==> config.mk <==
export PLATFORM = sky130hd
export DESIGN_NAME = mttimer_top
export DESIGN_NICKNAME = d
export VERILOG_FILES = /design/src/rtl/mttimer_pkg.sv /design/src/rtl/mttimer_ctrl.sv /design/src/rtl/mttimer_datapath.sv /design/src/rtl/mttimer_fanout.sv /design/src/rtl/mttimer_top.sv
export SDC_FILE = /design/constraint.sdc
export NUM_CORES = 1
export LEC_CHECK = 0
export BUFFER_PORTS_ARGS = -buffer_cell sky130_fd_sc_hd__buf_2
export CORE_UTILIZATION = 59
export CTS_CLUSTER_SIZE = 8
export DETAILED_ROUTE_END_ITERATION = 16
export GPL_ROUTABILITY_DRIVEN = 0
export PLACE_DENSITY_LB_ADDON = 0.2
export SLEW_MARGIN = 20
export SYNTH_ARGS = -nofsm -noshare
export SYNTH_HDL_FRONTEND = slang
export SYNTH_SLANG_ARGS = --single-unit
==> constraint.sdc <==
create_clock -name clk -period 4.16 [get_ports clk]
set_clock_uncertainty 0.2 [all_clocks]
set_input_delay 0.832 -clock clk [delete_from_list [all_inputs] [get_ports clk]]
set_output_delay 0.832 -clock clk [all_outputs]
set_load 0.02 [all_outputs]
==> src/rtl/mttimer_pkg.sv <==
package mttimer_pkg;
  localparam int CTRL_W  = 2;
  localparam int CTRL_IE = 0;
  localparam int CTRL_NH = 1;

  typedef struct packed {
    logic wrCount;
    logic wrLimit;
    logic wrCtrl;
    logic wrMask;
    logic advance;
    logic wrap;
  } tmrStrobeT;
endpackage

==> src/rtl/mttimer_ctrl.sv <==
module mttimer_ctrl
  import mttimer_pkg::*;
#(
  parameter int ADDR_W      = 32,
  parameter int DATA_W      = 32,
  parameter int CNT_W       = 32,
  parameter int NUM_THREADS = 16,
  parameter logic [ADDR_W-1:0] ADDR_COUNT = 'h21,
  parameter logic [ADDR_W-1:0] ADDR_CTRL  = 'h22,
  parameter logic [ADDR_W-1:0] ADDR_LIMIT = 'h23,
  parameter logic [ADDR_W-1:0] ADDR_MASK  = 'hFFFFF850
) (
  input  logic [ADDR_W-1:0]      auxAddr,
  input  logic                   auxWe,
  input  logic                   cpuHalted,
  input  logic [CNT_W-1:0]       countQ,
  input  logic [CNT_W-1:0]       limitQ,
  input  logic [CTRL_W-1:0]      ctrlQ,
  input  logic [NUM_THREADS-1:0] maskQ,
  output tmrStrobeT              stb,
  output logic                   fire,
  output logic [DATA_W-1:0]      rdData
);
  logic selCount, selCtrl, selLimit, selMask;
  logic canCount, atLimit;

  always_comb begin
    selCount = (auxAddr == ADDR_COUNT);
    selCtrl  = (auxAddr == ADDR_CTRL);
    selLimit = (auxAddr == ADDR_LIMIT);
    selMask  = (auxAddr == ADDR_MASK);

    // halt qualifier only matters when the control bit asks for it
    canCount = !(ctrlQ[CTRL_NH] && cpuHalted);
    atLimit  = (countQ == limitQ);

    stb.wrCount = auxWe && selCount;
    stb.wrLimit = auxWe && selLimit;
    stb.wrCtrl  = auxWe && selCtrl;
    stb.wrMask  = auxWe && selMask;
    stb.advance = canCount;
    stb.wrap    = atLimit;

    // a software count write pre-empts this cycle's match
    fire = atLimit && canCount && !stb.wrCount && ctrlQ[CTRL_IE];

    rdData = '0;
    if (selCount)      rdData = DATA_W'(countQ);
    else if (selCtrl)  rdData = DATA_W'(ctrlQ);
    else if (selLimit) rdData = DATA_W'(limitQ);
    else if (selMask)  rdData = DATA_W'(maskQ);
  end
endmodule

==> src/rtl/mttimer_datapath.sv <==
module mttimer_datapath
  import mttimer_pkg::*;
#(
  parameter int DATA_W      = 32,
  parameter int CNT_W       = 32,
  parameter int NUM_THREADS = 16
) (
  input  logic                   clk,
  input  logic                   rstN,
  input  tmrStrobeT              stb,
  input  logic [DATA_W-1:0]      wrData,
  output logic [CNT_W-1:0]       countQ,
  output logic [CNT_W-1:0]       limitQ,
  output logic [CTRL_W-1:0]      ctrlQ,
  output logic [NUM_THREADS-1:0] maskQ
);
  logic [CNT_W-1:0] countNext;

  always_comb begin
    countNext = countQ;
    if (stb.wrCount)      countNext = wrData[CNT_W-1:0];
    else if (stb.advance) countNext = stb.wrap ? '0 : countQ + 1'b1;
  end

  always_ff @(posedge clk or negedge rstN) begin
    if (!rstN) begin
      countQ <= '0;
      limitQ <= '0;
      ctrlQ  <= '0;
      maskQ  <= '0;
    end else begin
      countQ <= countNext;
      if (stb.wrLimit) limitQ <= wrData[CNT_W-1:0];
      if (stb.wrCtrl)  ctrlQ  <= wrData[CTRL_W-1:0];
      if (stb.wrMask)  maskQ  <= wrData[NUM_THREADS-1:0];
    end
  end
endmodule

==> src/rtl/mttimer_fanout.sv <==
module mttimer_fanout #(
  parameter int NUM_THREADS = 16
) (
  input  logic                   clk,
  input  logic                   rstN,
  input  logic                   fire,
  input  logic                   clearAll,
  input  logic [NUM_THREADS-1:0] maskQ,
  output logic [NUM_THREADS-1:0] pendQ
);
  for (genvar t = 0; t < NUM_THREADS; t++) begin : g_thread
    always_ff @(posedge clk or negedge rstN) begin
      if (!rstN)
        pendQ[t] <= 1'b0;
      else if (fire && maskQ[t])
        pendQ[t] <= 1'b1;   // a fresh event outranks a clear
      else if (clearAll)
        pendQ[t] <= 1'b0;
    end
  end
endmodule

==> src/rtl/mttimer_top.sv <==
module mttimer_top
  import mttimer_pkg::*;
#(
  parameter int ADDR_W      = 32,
  parameter int DATA_W      = 32,
  parameter int CNT_W       = 32,
  parameter int NUM_THREADS = 16,
  parameter logic [ADDR_W-1:0] ADDR_COUNT = 'h21,
  parameter logic [ADDR_W-1:0] ADDR_CTRL  = 'h22,
  parameter logic [ADDR_W-1:0] ADDR_LIMIT = 'h23,
  parameter logic [ADDR_W-1:0] ADDR_MASK  = 'hFFFFF850
) (
  input  logic                   clk,
  input  logic                   rstN,
  input  logic [ADDR_W-1:0]      auxAddr,
  input  logic                   auxWe,
  input  logic [DATA_W-1:0]      auxWrData,
  output logic [DATA_W-1:0]      auxRdData,
  input  logic                   cpuHalted,
  output logic [NUM_THREADS-1:0] threadIrq
);
  tmrStrobeT              stb;
  logic                   fire;
  logic [CNT_W-1:0]       countQ;
  logic [CNT_W-1:0]       limitQ;
  logic [CTRL_W-1:0]      ctrlQ;
  logic [NUM_THREADS-1:0] maskQ;

  mttimer_ctrl #(
    .ADDR_W(ADDR_W), .DATA_W(DATA_W), .CNT_W(CNT_W), .NUM_THREADS(NUM_THREADS),
    .ADDR_COUNT(ADDR_COUNT), .ADDR_CTRL(ADDR_CTRL),
    .ADDR_LIMIT(ADDR_LIMIT), .ADDR_MASK(ADDR_MASK)
  ) u_ctrl (
    .auxAddr(auxAddr), .auxWe(auxWe), .cpuHalted(cpuHalted),
    .countQ(countQ), .limitQ(limitQ), .ctrlQ(ctrlQ), .maskQ(maskQ),
    .stb(stb), .fire(fire), .rdData(auxRdData)
  );

  mttimer_datapath #(
    .DATA_W(DATA_W), .CNT_W(CNT_W), .NUM_THREADS(NUM_THREADS)
  ) u_dp (
    .clk(clk), .rstN(rstN), .stb(stb), .wrData(auxWrData),
    .countQ(countQ), .limitQ(limitQ), .ctrlQ(ctrlQ), .maskQ(maskQ)
  );

  mttimer_fanout #(.NUM_THREADS(NUM_THREADS)) u_fan (
    .clk(clk), .rstN(rstN), .fire(fire), .clearAll(stb.wrCtrl),
    .maskQ(maskQ), .pendQ(threadIrq)
  );
endmodule

==> out/qor.log, run 1 <==
[power] power density cells 253.7 nW/um^2
[synthesis] count leader, synth sky130_fd_sc_hd__dfrtp_1
[setup_path] crit start category input port
[setup_path] data arrival time of the critical path 2.74 ns
[synthesis] Synth Area in Compound Gates 0.1347
[clocking] CTS clk-pin slew, worst paths 0.10 ns
[floorplan] row count 35
[routing] Avg Vias per Cell 6.118
[routing] residual antenna-violating net count after detailed routing 0
[floorplan] effective utilization at floorplan 0.6125
[final_layout] ratio of cells with drive above 1 in the final layout 0.2934
[synthesis] top area cells in the synthesized netlist sky130_fd_sc_hd__dfrtp_1 43%, sky130_fd_sc_hd__mux2_2 9.9%, sky130_fd_sc_hd__mux2i_1 5.3%, sky130_fd_sc_hd__nor2_1 5.0%, sky130_fd_sc_hd__xor2_1 4.9%
[sta] final-report max-slew violation count 0
[sta] Finish-stage setup viols 0
[synthesis] part of the Yosys area used for sequential elements 0.4312
[clocking] maximum buffer depth of the clock tree 2
[floorplan] Core Box Area 9284 sq um
[sta] post-layout minimum cycle time 3.775 ns
[global_route] total routing resource utilization after global routing 0.3019
[synthesis] synthesized area 5687 sq um
[clocking] source-to-sink clock delay at the later pin of the worst-skew pair 0.38 ns
[final_layout] final cell area excluding filler cells 6496 sq um
[min_path] Hold/Removal Path Class reg2reg
[floorplan] area enclosed by the die boundary 10040 sq um
[synthesis] number of enable-type register cells in the synthesized netlist 0
[synthesis] number of flip-flops and latches in the synthesized netlist 98
[clocking] number of gates resized after CTS 0
[run] max_cap viols 0
[sta] hold violation total from the final report 0
[sta] remaining max-slew budget at the tightest pin 0.2924
[routing] Post-route DRC 0
[global_route] largest net degree at the start of global routing 65
[clocking] master cell of the clock root buffer sky130_fd_sc_hd__clkbuf_8
[place] area of placed instances 6315 sq um
[clocking] cts-stage hold buffer count 0
[synthesis] Post-Synth Adder-Cell Area 0.002200
[routing] number of DRC violations after detailed-routing iteration 0 244
[status] outcome complete, no violations
[floorplan] DIE HEIGHT 100.2 microns
[sta] Worst Max-Slew Pin Slew 1.060 ns
[synthesis] Post-Synthesis Cells 606
[final_layout] fin nets 766
[floorplan] Top-Level Pins 116
[synthesis] multiplexer share of the synthesized area 0.1518
[clocking] clk sinks 98
[synthesis] xor and xnor fraction of the mapped netlist area 0.04928
[setup_path] maximum fanout count along the critical path 34
[synthesis] number of distinct library cells after synthesis 45
[floorplan] Die W 100.2 microns
[synthesis] average cell area after synthesis 9.384 sq um
[global_route] number of antenna violations at the first check in global routing 0
[synthesis] main combinational cell family by area after synthesis simple AND/OR/NAND/NOR gates
[setup_path] Crit path required time 3.13 ns
[clocking] # Post-CTS Setup Buffers 0
[clocking] H-tree Lvls 3
[final_layout] diode insertion count for antenna repair 0
[sta] post-route fraction of the period consumed by the critical path 0.9074
[routing] vias 5084
[power] IR Drop Worst-Case VDD 0.0001668 V
[routing] post-DR wirelength/cell 17.74 microns
[synthesis] nets in the synthesized netlist 675
[sta] total negative setup slack 0 ns
[final_layout] synthesis-to-layout area growth 14.24%
[place] detailed placement HPWL 10330 microns
[power] reported leakage power 3.185 nW
[sta] maximum clock frequency 264.9 MHz
[routing] router iterations before antenna repair 4
[synthesis] area share of and/or/nand/nor cells after synthesis 0.1914
[global_route] overall overflow remaining after global route 0
[synthesis] area leader, netlist sky130_fd_sc_hd__dfrtp_1
[global_route] wire length of the first global-routing pass 23670 microns
[synthesis] post-synthesis async set-or-reset flop share 1.000
[place] port bufs 115
[synthesis] primary flip-flop cell chosen by synthesis mapping sky130_fd_sc_hd__dfrtp_1
[clocking] CTS buffer count 9
[setup_path] kind of capture point of the worst setup path primary output
[setup_path] kind of critical path in2out
[routing] routed wire length 14740 microns
[sta] setup repair after global routing missed its margin false
[final_layout] utilization of the core after routing 0.6997
[global_route] via count of the first global-routing pass 4831
[clocking] clock tree from TritonCTS built
[synthesis] Post-synth top cells 98 x sky130_fd_sc_hd__dfrtp_1, 75 x sky130_fd_sc_hd__nor2_1, 55 x sky130_fd_sc_hd__nand2_1
[synthesis] area share of the largest cell type after synthesis 0.4312
[synthesis] total of warnings raised by yosys 0
-- area by class of cell --
cell class                 count  area (sq um)
fill                         781          2788
inverter                       6         22.52
clock buffer                   9         123.9
clock inverter                 7         57.56
sequential                    98          2452
tap                          129         161.4
multi-input combinational    456          3018
timing repair buffer         126         660.6
-- flip-flops by register name (all words and copies together) (netlist names) --
| signal | count |
|---|---|
| u_dp.countQ | 32 |
| u_dp.limitQ | 32 |
| u_dp.maskQ | 16 |
| u_fan.pendQ | 16 |
| u_dp.ctrlQ | 2 |
-- kinds of logic after synthesis --
family,after synthesis
buf+inv,52
flops,98
xor+xnor,32
compound gates,125
fa+ha+maj,1
mux,80
simple gates,218
-- worst max-delay path, stage by stage --
cell and delay, ns:
sky130_fd_sc_hd__buf_2 0.11, sky130_fd_sc_hd__nor4_1 0.29, sky130_fd_sc_hd__nand4_1 0.14, sky130_fd_sc_hd__or4_4 0.76
sky130_fd_sc_hd__nor2_1 0.28, sky130_fd_sc_hd__a21o_1 0.16, sky130_fd_sc_hd__buf_2 0.16
-- cells in the final DEF (no fill, tap or decap), drive strengths merged, types with 2 or more instances in the layout --
cell type and n:
buf 126, dfrtp 98, nor2 75, nand2 55, mux2 50, o21ai 46
xor2 32, mux2i 30, a21oi 29, nor4 19, a22o 16, nand4 13
nand3 13, a31oi 13, nor3 13, inv 10, clkbuf 9, a22oi 7
a221oi 6, or4 6, and3 4, nand3b 4, nand4b 3, a41oi 3
and2 3, a21o 2, a211oi 2, clkinvlp 2, nor3b 2
-- metrics by stage --
stage                     worst slack (ns)  hold slack, ns  power (mW)  instances
after detailed placement            0.3850          0.2865       1.064        815
after global routing                0.3215          0.3250       1.697        831
after global placement              0.4538          0.2820       1.060        815
after floorplan                     0.5740          0.2820      0.9939        606
final                               0.3853          0.3051       1.648        831
after CTS                           0.3839          0.3117       1.651        831
-- worst paths after layout --
kind	startpoint	cells after the start	slack (ns)	end
worst max-delay path	auxAddr[21]	7	0.39	auxRdData[1]
worst min-delay path	u_fan.pendQ[3]	1	0.31	u_fan.pendQ[3]
worst max register to register	u_dp.countQ[0]	7	1.09	u_dp.countQ[30]
worst min register to register	u_fan.pendQ[3]	1	0.31	u_fan.pendQ[3]
max in group asynchronous	rstN	2	2.65	u_dp.countQ[13]
min in group asynchronous	rstN	1	0.35	u_dp.maskQ[3]
-- per-layer routing --
| layer | global-route usage | vias to the layer above | share of wire |
|---|---|---|---|
| li1 | - | 2368 | - |
| met1 | 0.4074 | 2506 | 0.43 |
| met2 | 0.4953 | 177 | 0.49 |
| met3 | 0.03552 | 33 | 0.054 |
| met4 | 0.1293 | 0 | 0.026 |
| met5 | 0 | - | 0 |
-- power breakdown --
| group | switching [mW] | total [mW] | internal, mW |
|---|---|---|---|
| combinational | 0.0568 | 0.0929 | 0.0361 |
| clock | 0.376 | 0.604 | 0.227 |
| sequential | 0.00000519 | 0.952 | 0.952 |
(Power assumes the default switching activity.)
==> run 2: changes to the inputs <==
--- a/config.mk
+++ b/config.mk
@@ -5,11 +5,12 @@
 export SDC_FILE = /design/constraint.sdc
 export NUM_CORES = 1
 export LEC_CHECK = 0
-export BUFFER_PORTS_ARGS = -buffer_cell sky130_fd_sc_hd__buf_2
 export CORE_UTILIZATION = 59
 export CTS_CLUSTER_SIZE = 8
 export DETAILED_ROUTE_END_ITERATION = 16
+export DONT_BUFFER_PORTS = 1
 export GPL_ROUTABILITY_DRIVEN = 0
+export GPL_TIMING_DRIVEN = 0
 export PLACE_DENSITY_LB_ADDON = 0.2
 export SLEW_MARGIN = 20
 export SYNTH_ARGS = -nofsm -noshare
==> run 2 against run 1 <==
Net effect:
- count of clock-buffer cells in the layout unchanged
- worst hold slack got worse by 0.14 ns
- final area fell by 6.4%
- sequential power about the same
- largest power group unchanged
- core utilization fell by 4.4 points
- flip-flop and latch count unchanged
- sequential share of layout area up 2.6 points
- via count is 3.5% lower
- critical endpoint is now auxRdData[15]
- maximum frequency is 6.4% lower
- cell count decreased by 9.5%
- combinational power down 48%
==> out/qor.log, run 2 (synthesis results as in run 1) <==
[sta] post-route fraction of the period consumed by the critical path 0.9696 [was 0.9074]
[sta] Finish-stage setup viols 0 [unchanged]
[global_route] met3 usage in global routing 0.06198 [was 0.03552]
[floorplan] Top-Level Pins 116 [unchanged]
[routing] routed wire length 15270 microns [was 14740 microns]
[setup_path] Crit path required time 3.13 ns [about the same]
[floorplan] area enclosed by the die boundary 10040 sq um [unchanged]
[power] reported leakage power 2.713 nW [was 3.185 nW]
[sta] post-layout minimum cycle time 4.034 ns [was 3.775 ns]
[final_layout] area taken by multi-input logic gates 3010 sq um [was 3018 sq um]
[min_path] Hold/Removal Path Class in2async [was reg2reg]
[power] Comb power frac 0.029 [was 0.056]
[global_route] met1 routing resource usage after global routing 0.4110 [was 0.4074]
[global_route] via count of the first global-routing pass 4645 [was 4831]
[power] relative contribution of the clock network to total power 0.397 [was 0.366]
[place] detailed placement HPWL 11060 microns [was 10330 microns]
[power] power density cells 272.6 nW/um^2 [was 253.7 nW/um^2]
[global_route] Top Usage Layer GRT met2 [unchanged]
[setup_path] reg-to-reg setup timing slack 0.73 ns [was 1.09 ns]
[floorplan] row count 35 [unchanged]
[global_route] largest net degree at the start of global routing 99 [was 65]
[routing] Avg Vias per Cell 6.525 [was 6.118]
[final_layout] biggest registers after layout u_dp.countQ: 32 flops, u_dp.limitQ: 32 flops [unchanged]
[global_route] total routing resource utilization after global routing 0.3131 [was 0.3019]
[clocking] CTS buffer count 9 [unchanged]
[power] internal portion of total power 1.257 mW [was 1.215 mW]
[routing] number of DRC violations after detailed-routing iteration 0 389 [was 244]
[power] IR Drop Worst-Case VDD 0.0001685 V [was 0.0001668 V]
[final_layout] diode insertion count for antenna repair 0 [unchanged]
[run] max_cap viols 0 [unchanged]
[clocking] master cell of the clock root buffer sky130_fd_sc_hd__clkbuf_8 [unchanged]
[final_layout] fin nets 687 [was 766]
[routing] vias 4907 [was 5084]
[place] port bufs 0 [was 115]
[global_route] wire length of the first global-routing pass 24150 microns [was 23670 microns]
[clocking] clk sinks 98 [unchanged]
[final_layout] storage element area 2452 sq um [unchanged]
[global_route] number of antenna violations at the first check in global routing 0 [unchanged]
[setup_path] Crit Reg-Reg Startpoint u_dp.countQ[8] [was u_dp.countQ[0]]
[setup_path] kind of critical path in2out [unchanged]
[floorplan] effective utilization at floorplan 0.6125 [unchanged]
[clocking] CTS clk-pin slew, worst paths 0.10 ns [about the same]
[setup_path] data arrival time of the critical path 3.00 ns [was 2.74 ns]
[sta] total negative setup slack 0 ns [unchanged]
[sta] Worst Max-Slew Pin Slew 0.8140 ns [was 1.060 ns]
[place] placed cell count 735 [was 815]
[place] Worst Setup Slack post-DPL 0.1324 ns [was 0.3850 ns]
[power] total power of the final layout 1.658 mW [was 1.648 mW]
[power] switching part of the total 0.2424 [was 0.2627]
[clocking] # Post-CTS Setup Buffers 0 [unchanged]
[clocking] maximum buffer depth of the clock tree 2 [unchanged]
[setup_path] maximum fanout count along the critical path 10 [was 34]
[power] sequential power share 0.574 [was 0.577]
[clocking] source-to-sink clock delay at the later pin of the worst-skew pair 0.37 ns [was 0.38 ns]
[sta] maximum clock frequency 247.9 MHz [was 264.9 MHz]
[clocking] clock tree from TritonCTS built [unchanged]
[global_route] overall overflow remaining after global route 0 [unchanged]
[power] P_sw 0.4019 mW [was 0.4330 mW]
[final_layout] commonest non-fill, non-tap cell in the layout sky130_fd_sc_hd__dfrtp_1 [was sky130_fd_sc_hd__buf_2]
[floorplan] Die W 100.2 microns [unchanged]
[sta] hold violation total from the final report 0 [unchanged]
[final_layout] ratio of cells with drive above 1 in the final layout 0.1396 [was 0.2934]
[clocking] H-tree Lvls 3 [unchanged]
[routing] post-DR wirelength/cell 20.31 microns [was 17.74 microns]
[final_layout] commonest cells after routing, fill and taps aside 98 x sky130_fd_sc_hd__dfrtp_1, 75 x sky130_fd_sc_hd__nor2_1, 55 x sky130_fd_sc_hd__nand2_1 [was 114 x sky130_fd_sc_hd__buf_2, 98 x sky130_fd_sc_hd__dfrtp_1, 72 x sky130_fd_sc_hd__nor2_1]
[final_layout] fillers 756 [was 781]
[sta] Final Worst Setup Slack 0.1263 ns [was 0.3853 ns]
[floorplan] Core Box Area 9284 sq um [unchanged]
[final_layout] utilization of the core after routing 0.6553 [was 0.6997]
[setup_path] crit start category input port [unchanged]
[sta] final-report max-slew violation count 0 [unchanged]
[final_layout] synthesis-to-layout area growth 6.975% [was 14.24%]
[routing] residual antenna-violating net count after detailed routing 0 [unchanged]
[sta] remaining max-slew budget at the tightest pin 0.4516 [was 0.2924]
[floorplan] DIE HEIGHT 100.2 microns [unchanged]
[setup_path] kind of capture point of the worst setup path primary output [unchanged]
[setup_path] start point of the critical path auxAddr[21] [unchanged]
[routing] Post-route DRC 0 [unchanged]
[sta] setup repair after global routing missed its margin false [unchanged]
[status] outcome complete, no violations [unchanged]
[global_route] fraction of met2 tracks used by global routing 0.5053 [was 0.4953]
[routing] router iterations before antenna repair 5 [was 4]
[final_layout] number of standard cells in the final layout excluding fillers 752 [was 831]
run 2: layout make-up:
| type | count | area share |
|---|---|---|
| plain buffers | 46 | 0.03332 |
| clock buffers | 9 | 0.02036 |
| clock inverters | 7 | 0.01357 |
| inverters | 6 | 0.003702 |
| multi-input cells | 456 | 0.4949 |
| flip-flops and latches | 98 | 0.4031 |
| well taps | 129 | 0.02653 |
| repair buffers | 1 | 0.004525 |
run 2: final timing paths:
path / cells past startpoint / to
min in group clk: 1 / u_fan.pendQ[9]
hold / removal: 1 / u_fan.pendQ[0]
hold reg to reg: 1 / u_fan.pendQ[9]
setup reg to reg: 9 / u_dp.countQ[20]
max in group asynchronous: 1 / u_dp.limitQ[21]
setup / recovery: 6 / auxRdData[15]
run 2: worst max-delay path, stage by stage:
cell and delay [ns]:
sky130_fd_sc_hd__nor4_1 0.31, sky130_fd_sc_hd__nand4_1 0.16, sky130_fd_sc_hd__or4_4 0.55, sky130_fd_sc_hd__buf_6 0.15, sky130_fd_sc_hd__clkbuf_1 0.26, sky130_fd_sc_hd__o21ai_0 0.73
run 2: repair_timing:
item / in CTS / in global routing
hold endpoints to repair: 98 / 0
resized for setup: 0 / 2
setup endpoints to repair: 0 / 1
hold buffers: 1 / 0
run 2: layer usage:
layer,part of all wire,vias up
li1,-,2216
met1,0.40,2383
met2,0.47,261
met3,0.090,47
met4,0.034,0
met5,0,-
run 2: power groups by stage:
stage	clock, mW	combinational (mW)	sequential, mW
finish	0.658	0.0485	0.952
detailed placement	0	0.0276	0.971
global route	0.698	0.0549	0.952
global placement	0	0.0273	0.971
floorplan	0	0.0230	0.971
CTS	0.658	0.0495	0.952
run 2: metrics by stage:
stage / cell area [sq um] / hold WS, ns
2_1_floorplan: 5687 / 0.2820
3_3_place_gp: 5848 / 0.2928
3_5_place_dp: 5848 / 0.3046
4_1_cts: 6082 / 0.2035
5_1_grt: 6083 / 0.2019
6_report: 6083 / 0.1607
